--- src/rtl/dcm_pkg.sv ---
package dcm_pkg;

  localparam int AUX_AW = 12;
  localparam int AUX_DW = 32;

  // Command and register addresses (decoded by software-visible contract)
  localparam logic [AUX_AW-1:0] ADR_INV_ALL    = 12'h047;
  localparam logic [AUX_AW-1:0] ADR_CTRL       = 12'h048;
  localparam logic [AUX_AW-1:0] ADR_INV_LINE   = 12'h04A;
  localparam logic [AUX_AW-1:0] ADR_FLUSH_ALL  = 12'h04B;
  localparam logic [AUX_AW-1:0] ADR_FLUSH_LINE = 12'h04C;
  localparam logic [AUX_AW-1:0] ADR_TAG        = 12'h05C;

  // Control register bit positions
  localparam int BIT_OFF   = 0;
  localparam int BIT_INVWB = 6;
  localparam int BIT_BUSY  = 8;

  typedef enum logic [1:0] {
    ST_IDLE,
    ST_WALK,
    ST_LINE,
    ST_WB
  } engState_t;

  // Strobes from the sequencer to the state array
  typedef struct packed {
    logic lineMode;    // target comes from the line search, not the walk pointer
    logic ptrReset;    // return walk pointer to entry 0
    logic ptrStep;     // advance walk pointer
    logic commit;      // apply the update to the target entry
    logic clearValid;  // commit also drops the valid bit
  } engStrobe_t;

  function automatic logic isMaintAddr(input logic [AUX_AW-1:0] a);
    return (a == ADR_INV_ALL) || (a == ADR_CTRL) || (a == ADR_INV_LINE) ||
           (a == ADR_FLUSH_ALL) || (a == ADR_FLUSH_LINE) || (a == ADR_TAG);
  endfunction

endpackage

--- src/rtl/dcm_state.sv ---
module dcm_state import dcm_pkg::*; #(
  parameter int SETS  = 32,
  parameter int WAYS  = 4,
  parameter int TAG_W = 22,
  localparam int IDX_W = $clog2(SETS),
  localparam int WAY_W = $clog2(WAYS),
  localparam int PTR_W = IDX_W + WAY_W
) (
  input  logic             clk,
  input  logic             rstN,
  input  engStrobe_t       stb,
  input  logic [IDX_W-1:0] lineSet,
  input  logic [TAG_W-1:0] lineTag,
  input  logic             fillEn,
  input  logic [IDX_W-1:0] fillSet,
  input  logic [WAY_W-1:0] fillWay,
  input  logic [TAG_W-1:0] fillTag,
  input  logic             fillDirty,
  output logic             tgtValid,
  output logic             tgtDirty,
  output logic [TAG_W-1:0] tgtTag,
  output logic [IDX_W-1:0] tgtSet,
  output logic [WAY_W-1:0] tgtWay,
  output logic             lineHit,
  output logic             walkLast
);

  logic [WAYS-1:0]  validQ [SETS];
  logic [WAYS-1:0]  dirtyQ [SETS];
  logic [TAG_W-1:0] tagQ   [SETS][WAYS];

  logic [PTR_W-1:0] walkPtr;
  logic [WAYS-1:0]  hitVec;
  logic [WAY_W-1:0] hitWay;
  logic [IDX_W-1:0] walkSet;
  logic [WAY_W-1:0] walkWay;

  // Walk pointer: way in the low bits so each set is finished before the next
  always_ff @(posedge clk) begin
    if (!rstN)             walkPtr <= '0;
    else if (stb.ptrReset) walkPtr <= '0;
    else if (stb.ptrStep)  walkPtr <= walkPtr + 1'b1;
  end

  assign walkSet  = walkPtr[PTR_W-1:WAY_W];
  assign walkWay  = walkPtr[WAY_W-1:0];
  assign walkLast = (walkPtr == {PTR_W{1'b1}});

  // Per-way tag compare in the addressed set
  generate
    for (genvar w = 0; w < WAYS; w++) begin : gWayCmp
      assign hitVec[w] = validQ[lineSet][w] && (tagQ[lineSet][w] == lineTag);
    end
  endgenerate

  always_comb begin
    hitWay = '0;
    for (int w = WAYS - 1; w >= 0; w--) begin
      if (hitVec[w]) hitWay = WAY_W'(w);
    end
  end

  assign lineHit  = |hitVec;
  assign tgtSet   = stb.lineMode ? lineSet : walkSet;
  assign tgtWay   = stb.lineMode ? hitWay  : walkWay;
  assign tgtValid = validQ[tgtSet][tgtWay];
  assign tgtDirty = dirtyQ[tgtSet][tgtWay];
  assign tgtTag   = tagQ[tgtSet][tgtWay];

  always_ff @(posedge clk) begin
    if (!rstN) begin
      for (int s = 0; s < SETS; s++) begin
        validQ[s] <= '0;
        dirtyQ[s] <= '0;
      end
    end else begin
      if (stb.commit) begin
        dirtyQ[tgtSet][tgtWay] <= 1'b0;
        if (stb.clearValid) validQ[tgtSet][tgtWay] <= 1'b0;
      end
      if (fillEn) begin
        validQ[fillSet][fillWay] <= 1'b1;
        dirtyQ[fillSet][fillWay] <= fillDirty;
      end
    end
  end

  always_ff @(posedge clk) begin
    if (fillEn) tagQ[fillSet][fillWay] <= fillTag;
  end

  // a committed entry is clean on the next cycle
  assert_commit_clean_R5: assert property (@(posedge clk) disable iff (!rstN)
    stb.commit && !fillEn |=> !dirtyQ[$past(tgtSet)][$past(tgtWay)]);

  // an invalidate commit leaves the entry invalid
  assert_inv_clears_R6: assert property (@(posedge clk) disable iff (!rstN)
    stb.commit && stb.clearValid && !fillEn |=> !validQ[$past(tgtSet)][$past(tgtWay)]);

  // the walk never steps beyond the final entry
  assert_walk_bound_R4: assert property (@(posedge clk) disable iff (!rstN)
    stb.ptrStep |-> !walkLast);

endmodule

--- src/rtl/dcm_ctrl.sv ---
module dcm_ctrl import dcm_pkg::*; #(
  parameter int OFFS_W = 5,
  parameter int IDX_W  = 5,
  parameter int TAG_W  = 22
) (
  input  logic              clk,
  input  logic              rstN,
  input  logic [AUX_AW-1:0] auxAddr,
  input  logic              auxWrEn,
  input  logic [AUX_DW-1:0] auxWrData,
  output logic [AUX_DW-1:0] auxRdData,
  output logic              auxReady,
  output logic              cacheOff,
  output logic              wbReq,
  input  logic              wbAck,
  input  logic              tgtValid,
  input  logic              tgtDirty,
  input  logic              lineHit,
  input  logic              walkLast,
  output engStrobe_t        stb,
  output logic [IDX_W-1:0]  lineSet,
  output logic [TAG_W-1:0]  lineTag
);

  engState_t         state, nextState;
  logic              busy;
  logic              offBit, invModeBit;
  logic [AUX_DW-1:0] tagReg;
  logic              opInv, opWhole, opWb;
  logic              wrFire, startWalk, startLine, cmdIsInv, needWb;

  assign busy     = (state != ST_IDLE);
  assign auxReady = !(auxWrEn && isMaintAddr(auxAddr) && busy);
  assign wrFire   = auxWrEn && auxReady;
  assign cmdIsInv = (auxAddr == ADR_INV_ALL) || (auxAddr == ADR_INV_LINE);

  assign startWalk = wrFire && !busy && auxWrData[0] &&
                     ((auxAddr == ADR_INV_ALL) || (auxAddr == ADR_FLUSH_ALL));
  assign startLine = wrFire && !busy &&
                     ((auxAddr == ADR_INV_LINE) || (auxAddr == ADR_FLUSH_LINE));

  assign lineTag  = tagReg[AUX_DW-1 -: TAG_W];
  assign cacheOff = offBit;
  assign wbReq    = (state == ST_WB);
  assign needWb   = tgtValid && tgtDirty && opWb;

  always_comb begin
    stb            = '0;
    stb.lineMode   = !opWhole;
    stb.ptrReset   = (state == ST_IDLE);
    stb.clearValid = opInv;
    nextState      = state;
    unique case (state)
      ST_IDLE: begin
        if (startWalk)      nextState = ST_WALK;
        else if (startLine) nextState = ST_LINE;
      end
      ST_WALK: begin
        if (needWb) nextState = ST_WB;
        else begin
          stb.commit = 1'b1;
          if (walkLast) nextState = ST_IDLE;
          else          stb.ptrStep = 1'b1;
        end
      end
      ST_LINE: begin
        if (!lineHit)    nextState = ST_IDLE;
        else if (needWb) nextState = ST_WB;
        else begin
          stb.commit = 1'b1;
          nextState  = ST_IDLE;
        end
      end
      ST_WB: begin
        if (wbAck) begin
          stb.commit = 1'b1;
          if (opWhole && !walkLast) begin
            stb.ptrStep = 1'b1;
            nextState   = ST_WALK;
          end else begin
            nextState = ST_IDLE;
          end
        end
      end
      default: nextState = ST_IDLE;
    endcase
  end

  always_ff @(posedge clk) begin
    if (!rstN) begin
      state      <= ST_IDLE;
      offBit     <= 1'b0;
      invModeBit <= 1'b0;
      tagReg     <= '0;
      opInv      <= 1'b0;
      opWhole    <= 1'b0;
      opWb       <= 1'b0;
      lineSet    <= '0;
    end else begin
      state <= nextState;
      if (wrFire && auxAddr == ADR_CTRL) begin
        offBit     <= auxWrData[BIT_OFF];
        invModeBit <= auxWrData[BIT_INVWB];
      end
      if (wrFire && auxAddr == ADR_TAG) tagReg <= auxWrData;
      if (startWalk || startLine) begin
        opInv   <= cmdIsInv;
        opWhole <= startWalk;
        opWb    <= !cmdIsInv || invModeBit;
      end
      if (startLine) lineSet <= auxWrData[OFFS_W +: IDX_W];
    end
  end

  always_comb begin
    auxRdData = '0;
    if (auxAddr == ADR_CTRL) begin
      auxRdData[BIT_OFF]   = offBit;
      auxRdData[BIT_INVWB] = invModeBit;
      auxRdData[BIT_BUSY]  = busy;
    end else if (auxAddr == ADR_TAG) begin
      auxRdData = tagReg;
    end
  end

  // a pending writeback request is held until acknowledged
  assert_wb_hold_R7: assert property (@(posedge clk) disable iff (!rstN)
    wbReq && !wbAck |=> wbReq);

  // the latched operation and tag register stay fixed while busy
  assert_op_stable_R10: assert property (@(posedge clk) disable iff (!rstN)
    busy |=> $stable(opInv) && $stable(opWhole) && $stable(opWb) &&
             $stable(lineSet) && $stable(tagReg));

  // a line operation finishes right after its writeback is acknowledged
  assert_line_ends_R8: assert property (@(posedge clk) disable iff (!rstN)
    wbReq && wbAck && !opWhole |=> !busy);

endmodule

--- src/rtl/dcache_maint.sv ---
module dcache_maint import dcm_pkg::*; #(
  parameter int LINE_CFG = 1,
  parameter int SIZE_CFG = 3,
  parameter int WAYS     = 4,
  localparam int LINE_BYTES  = 16 << LINE_CFG,
  localparam int CACHE_BYTES = 512 << SIZE_CFG,
  localparam int SETS        = CACHE_BYTES / (WAYS * LINE_BYTES),
  localparam int OFFS_W      = $clog2(LINE_BYTES),
  localparam int IDX_W       = $clog2(SETS),
  localparam int WAY_W       = $clog2(WAYS),
  localparam int TAG_W       = AUX_DW - OFFS_W - IDX_W
) (
  input  logic              clk,
  input  logic              rstN,
  input  logic [AUX_AW-1:0] auxAddr,
  input  logic              auxWrEn,
  input  logic [AUX_DW-1:0] auxWrData,
  output logic [AUX_DW-1:0] auxRdData,
  output logic              auxReady,
  output logic              cacheOff,
  input  logic              fillEn,
  input  logic [IDX_W-1:0]  fillSet,
  input  logic [WAY_W-1:0]  fillWay,
  input  logic [TAG_W-1:0]  fillTag,
  input  logic              fillDirty,
  output logic              wbReq,
  input  logic              wbAck,
  output logic [TAG_W-1:0]  wbTag,
  output logic [IDX_W-1:0]  wbSet,
  output logic [WAY_W-1:0]  wbWay
);

  engStrobe_t       stb;
  logic [IDX_W-1:0] lineSet;
  logic [TAG_W-1:0] lineTag;
  logic             tgtValid, tgtDirty, lineHit, walkLast;

  dcm_ctrl #(
    .OFFS_W(OFFS_W),
    .IDX_W (IDX_W),
    .TAG_W (TAG_W)
  ) uCtrl (
    .clk      (clk),
    .rstN     (rstN),
    .auxAddr  (auxAddr),
    .auxWrEn  (auxWrEn),
    .auxWrData(auxWrData),
    .auxRdData(auxRdData),
    .auxReady (auxReady),
    .cacheOff (cacheOff),
    .wbReq    (wbReq),
    .wbAck    (wbAck),
    .tgtValid (tgtValid),
    .tgtDirty (tgtDirty),
    .lineHit  (lineHit),
    .walkLast (walkLast),
    .stb      (stb),
    .lineSet  (lineSet),
    .lineTag  (lineTag)
  );

  dcm_state #(
    .SETS (SETS),
    .WAYS (WAYS),
    .TAG_W(TAG_W)
  ) uState (
    .clk      (clk),
    .rstN     (rstN),
    .stb      (stb),
    .lineSet  (lineSet),
    .lineTag  (lineTag),
    .fillEn   (fillEn),
    .fillSet  (fillSet),
    .fillWay  (fillWay),
    .fillTag  (fillTag),
    .fillDirty(fillDirty),
    .tgtValid (tgtValid),
    .tgtDirty (tgtDirty),
    .tgtTag   (wbTag),
    .tgtSet   (wbSet),
    .tgtWay   (wbWay),
    .lineHit  (lineHit),
    .walkLast (walkLast)
  );

endmodule

--- config.mk ---
export PLATFORM = sky130hd
export DESIGN_NAME = dcache_maint
export DESIGN_NICKNAME = d
export VERILOG_FILES = /design/src/rtl/dcm_pkg.sv /design/src/rtl/dcm_state.sv /design/src/rtl/dcm_ctrl.sv /design/src/rtl/dcache_maint.sv
export SDC_FILE = /design/constraint.sdc
export NUM_CORES = 2
export LEC_CHECK = 0
export CORE_ASPECT_RATIO = 2
export CORE_MARGIN = 3
export CORE_UTILIZATION = 56
export DETAILED_ROUTE_END_ITERATION = 6
export PLACE_DENSITY = 0.78
export SYNTH_ARGS = -nofsm -noshare
export SYNTH_HDL_FRONTEND = slang
export SYNTH_HIERARCHICAL = 1
export SYNTH_SLANG_ARGS = --single-unit
export TNS_END_PERCENT = 50
--- constraint.sdc ---
create_clock -name clk -period 8.56 [get_ports clk]
set_input_delay 1.284 -clock clk [delete_from_list [all_inputs] [get_ports clk]]
set_output_delay 1.284 -clock clk [all_outputs]
set_load 0.05 [all_outputs]
==> results.txt <==
Critical R2R Launch = uCtrl/lineSet[2]$_SDFFE_PN0P_
pin count of the biggest net entering global routing = 128
crit-path most repeated cell = buf_4
Initial Utilization = 0.5634
Clock Skew = 0.07717 ns
Syn Area/Cell = 17.56 sq um
R2R depth = 20
Power Internal = 23.83 mW
power density over cell area = 183.6 mW/mm^2
port bufs = 142
Logic pwr share = 0.018
first-pass GRT wire length = 809.8 mm
max incr delay on CP = 0.95 ns
die area = 0.2708 sq mm
Max Cap Viol = 2
Worst setup EP type = output port
DP Area = 0.1546 sq mm
syn_nets = 8507
Root Driver = clkbuf_16
DPL Wire Length = 371.2 mm
Via-to-Cell Ratio = 8.262
count of cell types in the netlist = 94
Sw Pwr = 6.294 mW
slowest CP cell = nor4_1
largest area contributor in the netlist = edfxtp_1
leading cell type in the layout, fill and taps excluded = edfxtp_1
num rows = 266
Clock power frac = 0.424
drt first pass iters = 7
Max rail drop VDD = 0.0001585 V
Crit path required time = 7.28 ns
top cells by area, synth = edfxtp_1 60%, mux4_2 20%, mux2i_1 3.4%
Final ANT Viol Nets = 0
initial antenna violation count = 62
ys async rst share = 0
highest metal used = met5
WHS Path Cells = 2
Hold Crit Endpoint = uCtrl/tagReg[1]$_SDFFE_PN0P_
Hold Crit Class = reg -> reg
total number of vias = 101900
area of the mapped netlist = 0.1480 sq mm
Skew-Pair Late Insertion Delay = 0.92 ns
total chip power = 30.13 mW
Final Hold Viols = 0
die height = 732.9 um
global route overflow = 0
post-route minimum period = 8.759 ns
main flop type after synthesis = edfxtp_1
final wirelength = 597.3 mm
number of synthesized flops with an enable pin = 2944
GRT Util Overall = 0.4397
synth warn = 6
post-layout util = 0.6248
sequential-to-total area share from yosys stat = 0.6217
WL/cell = 48.42 um
Yosys top cell area share = 0.5975
CP Cell Sequence = nor2b_4 > buf_4 > buf_12 > a22oi_1 > a21oi_1 > nor4_1 > xor2_1 > a2111oi_2 > and4b_1 > o2bb2a_2 > o31ai_4 > buf_12 > mux2i_2 > buf_4 > mux2i_1 > buf_4
FF-to-FF setup slack = 0.42 ns
sw frac = 0.2089
Final Setup Violations = 10
metal2 WL = 265.8 mm
headroom to the max-slew limit = -0.02788
commonest non-fill, non-tap cells in the layout = 2944 x edfxtp_1, 1319 x mux4_2, 628 x a22oi_1
Post-Place Worst Slack = -0.3048 ns
area growth from synthesis to layout = 10.89%
vias in the first global route = 99790
FF-to-FF End = uState/dirtyQ[10][3]$_SDFFCE_PN0P_
Max Buffers Root-to-Sink = 4
CP arrival = 7.47 ns
Leakage = 48.84 nW
I/O pin count = 143
ratio of cells with drive above 1 in the final layout = 0.2773
period utilisation layout = 1.023
Hold Path Origin = uCtrl/tagReg[1]$_SDFFE_PN0P_
CTS tree = done
Worst-Margin Slew = 1.536 ns
H-tree levels = 5
core area = 0.2626 sq mm
Clock Sinks = 3123
Post-Synthesis Cells = 8427
Metal-1 WL = 158.2 mm
DR iter-0 viols = 20640
cts bufs inserted = 274
status = finished with violations
GPL Wtd Cong = 1.028
sequential share of power = 0.558
critical path startpoint category = register
Yosys reg bits = 3123
nets = 8668
post-route setup slack = -0.1986 ns
met3 routed WL = 90.76 mm
Max Clock Freq = 114.2 MHz
Crit Path Category = reg -> out
Final Cell Area = 0.1641 sq mm
clock-pin slew on the worst setup and hold paths = 0.07 ns
failing checks = DRC, capacitance limit, slew limit, setup timing
max-slew violations = 14
number of hold buffers added after CTS = 0
Max FO, Critical Path = 41
unrepaired setup endpoints after global routing = no
Residual DRC = 35
Die Wd = 369.5 um
[state kept, by name, indices dropped and copies added, names as in the netlist]
signal and flops:
uState/dirtyQ 128, uCtrl/opWb 1, uCtrl/opInv 1, uState/validQ 128, uCtrl/tagReg 32, uCtrl/invModeBit 1, uCtrl/opWhole 1, uCtrl/state 2
uCtrl/lineSet 5, uCtrl/cacheOff 1, uState/tagQ 2816, uState/walkPtr 7
[how the worst max path moves through the flow]
stage                                              from        end  slack (ns)  cells after the start
after global placement    uCtrl/lineSet[0]$_SDFFE_PN0P_   wbTag[4]       -0.23                     15
final                     uCtrl/lineSet[2]$_SDFFE_PN0P_   wbTag[8]       -0.20                     16
after global routing      uCtrl/lineSet[1]$_SDFFE_PN0P_   wbTag[8]        0.15                     17
after detailed placement  uCtrl/lineSet[0]$_SDFFE_PN0P_   wbTag[4]       -0.30                     15
after CTS                 uCtrl/lineSet[1]$_SDFFE_PN0P_   wbTag[4]        0.04                     16
after floorplan           uCtrl/lineSet[1]$_SDFFE_PN0P_  wbTag[12]        2.60                     16
[worst max-delay path: cells and delay by family, from the launching register on]
| family | cells | cell delay, ns |
|---|---|---|
| XOR/XNOR | 1 | 0.20 |
| AO/OA/AOI/OAI | 5 | 1.70 |
| multiplexers | 2 | 0.67 |
| buffers and inverters | 5 | 1.32 |
| AND/OR/NAND/NOR | 3 | 1.72 |
| flip-flops | 1 | 0.79 |
[power by group through the flow]
stage	Clock, mW	Combinational, mW	Sequential [mW]
after floorplan	0	0.165	17.1
after global placement	0	0.502	17.1
after detailed placement	0	0.525	17.1
after CTS	12.7	0.524	16.8
after global routing	13.2	0.563	16.8
final	12.8	0.551	16.8
[metal layers]
| layer | global-route usage | vias up |
|---|---|---|
| met5 | 0 | - |
| met4 | 0.4498 | 37 |
| met2 | 0.6543 | 11360 |
| met1 | 0.4764 | 50550 |
| met3 | 0.1531 | 3846 |
| li1 | - | 36130 |
[synth_stat cells (all sizes together) (34+ instances only)]
library cell	n
mux2	48
clkbuf	393
nand4	120
and2	48
nor3	34
a41oi	126
buf	354
a22oi	628
o311ai	85
xor2	53
o21ai	144
nand2	322
mux2i	497
a21oi	97
inv	108
nor2	290
edfxtp	2944
xnor2	62
dfxtp	179
nor4	41
mux4	1322
nand3	93
o22ai	114
[area by class of cell]
cell class	count	area [sq um]
fill	17690	98530
sequential	3123	92010
multi-input combinational	4445	52270
clock buffer	334	7315
timing repair buffer	632	6000
tap	3484	4359
clock inverter	145	1513
inverter	112	440.4
antenna	61	152.6
[kinds of logic after synthesis]
logic type | after synthesis | synth area share
flops | 3123 | 0.6217
mux | 1867 | 0.2386
compound gates | 1385 | 0.06923
simple gates | 1077 | 0.03494
buf+inv | 859 | 0.02859
xor+xnor | 115 | 0.006808
fa+ha+maj | 1 | 0.00008456
[per-stage QoR]
step	setup TNS (ns)	cells	hold WS [ns]
2_1_floorplan	0	8427	0.4509
3_3_place_gp	-1.432	11760	0.4625
3_5_place_dp	-7.407	11770	0.4690
4_1_cts	0	12250	0.4782
5_1_grt	0	12300	0.4928
6_report	-0.7763	12340	0.4800
[timing repair]
item / in CTS / in global routing
endpoints found under the hold margin: 0 / 0
setup buffers: 2 / 22
pin swaps: 0 / 4
gates resized for setup: 9 / 5
cloned: 1 / 0
endpoints found under the setup margin: 195 / 21
Power figures use the tool's default switching activity.
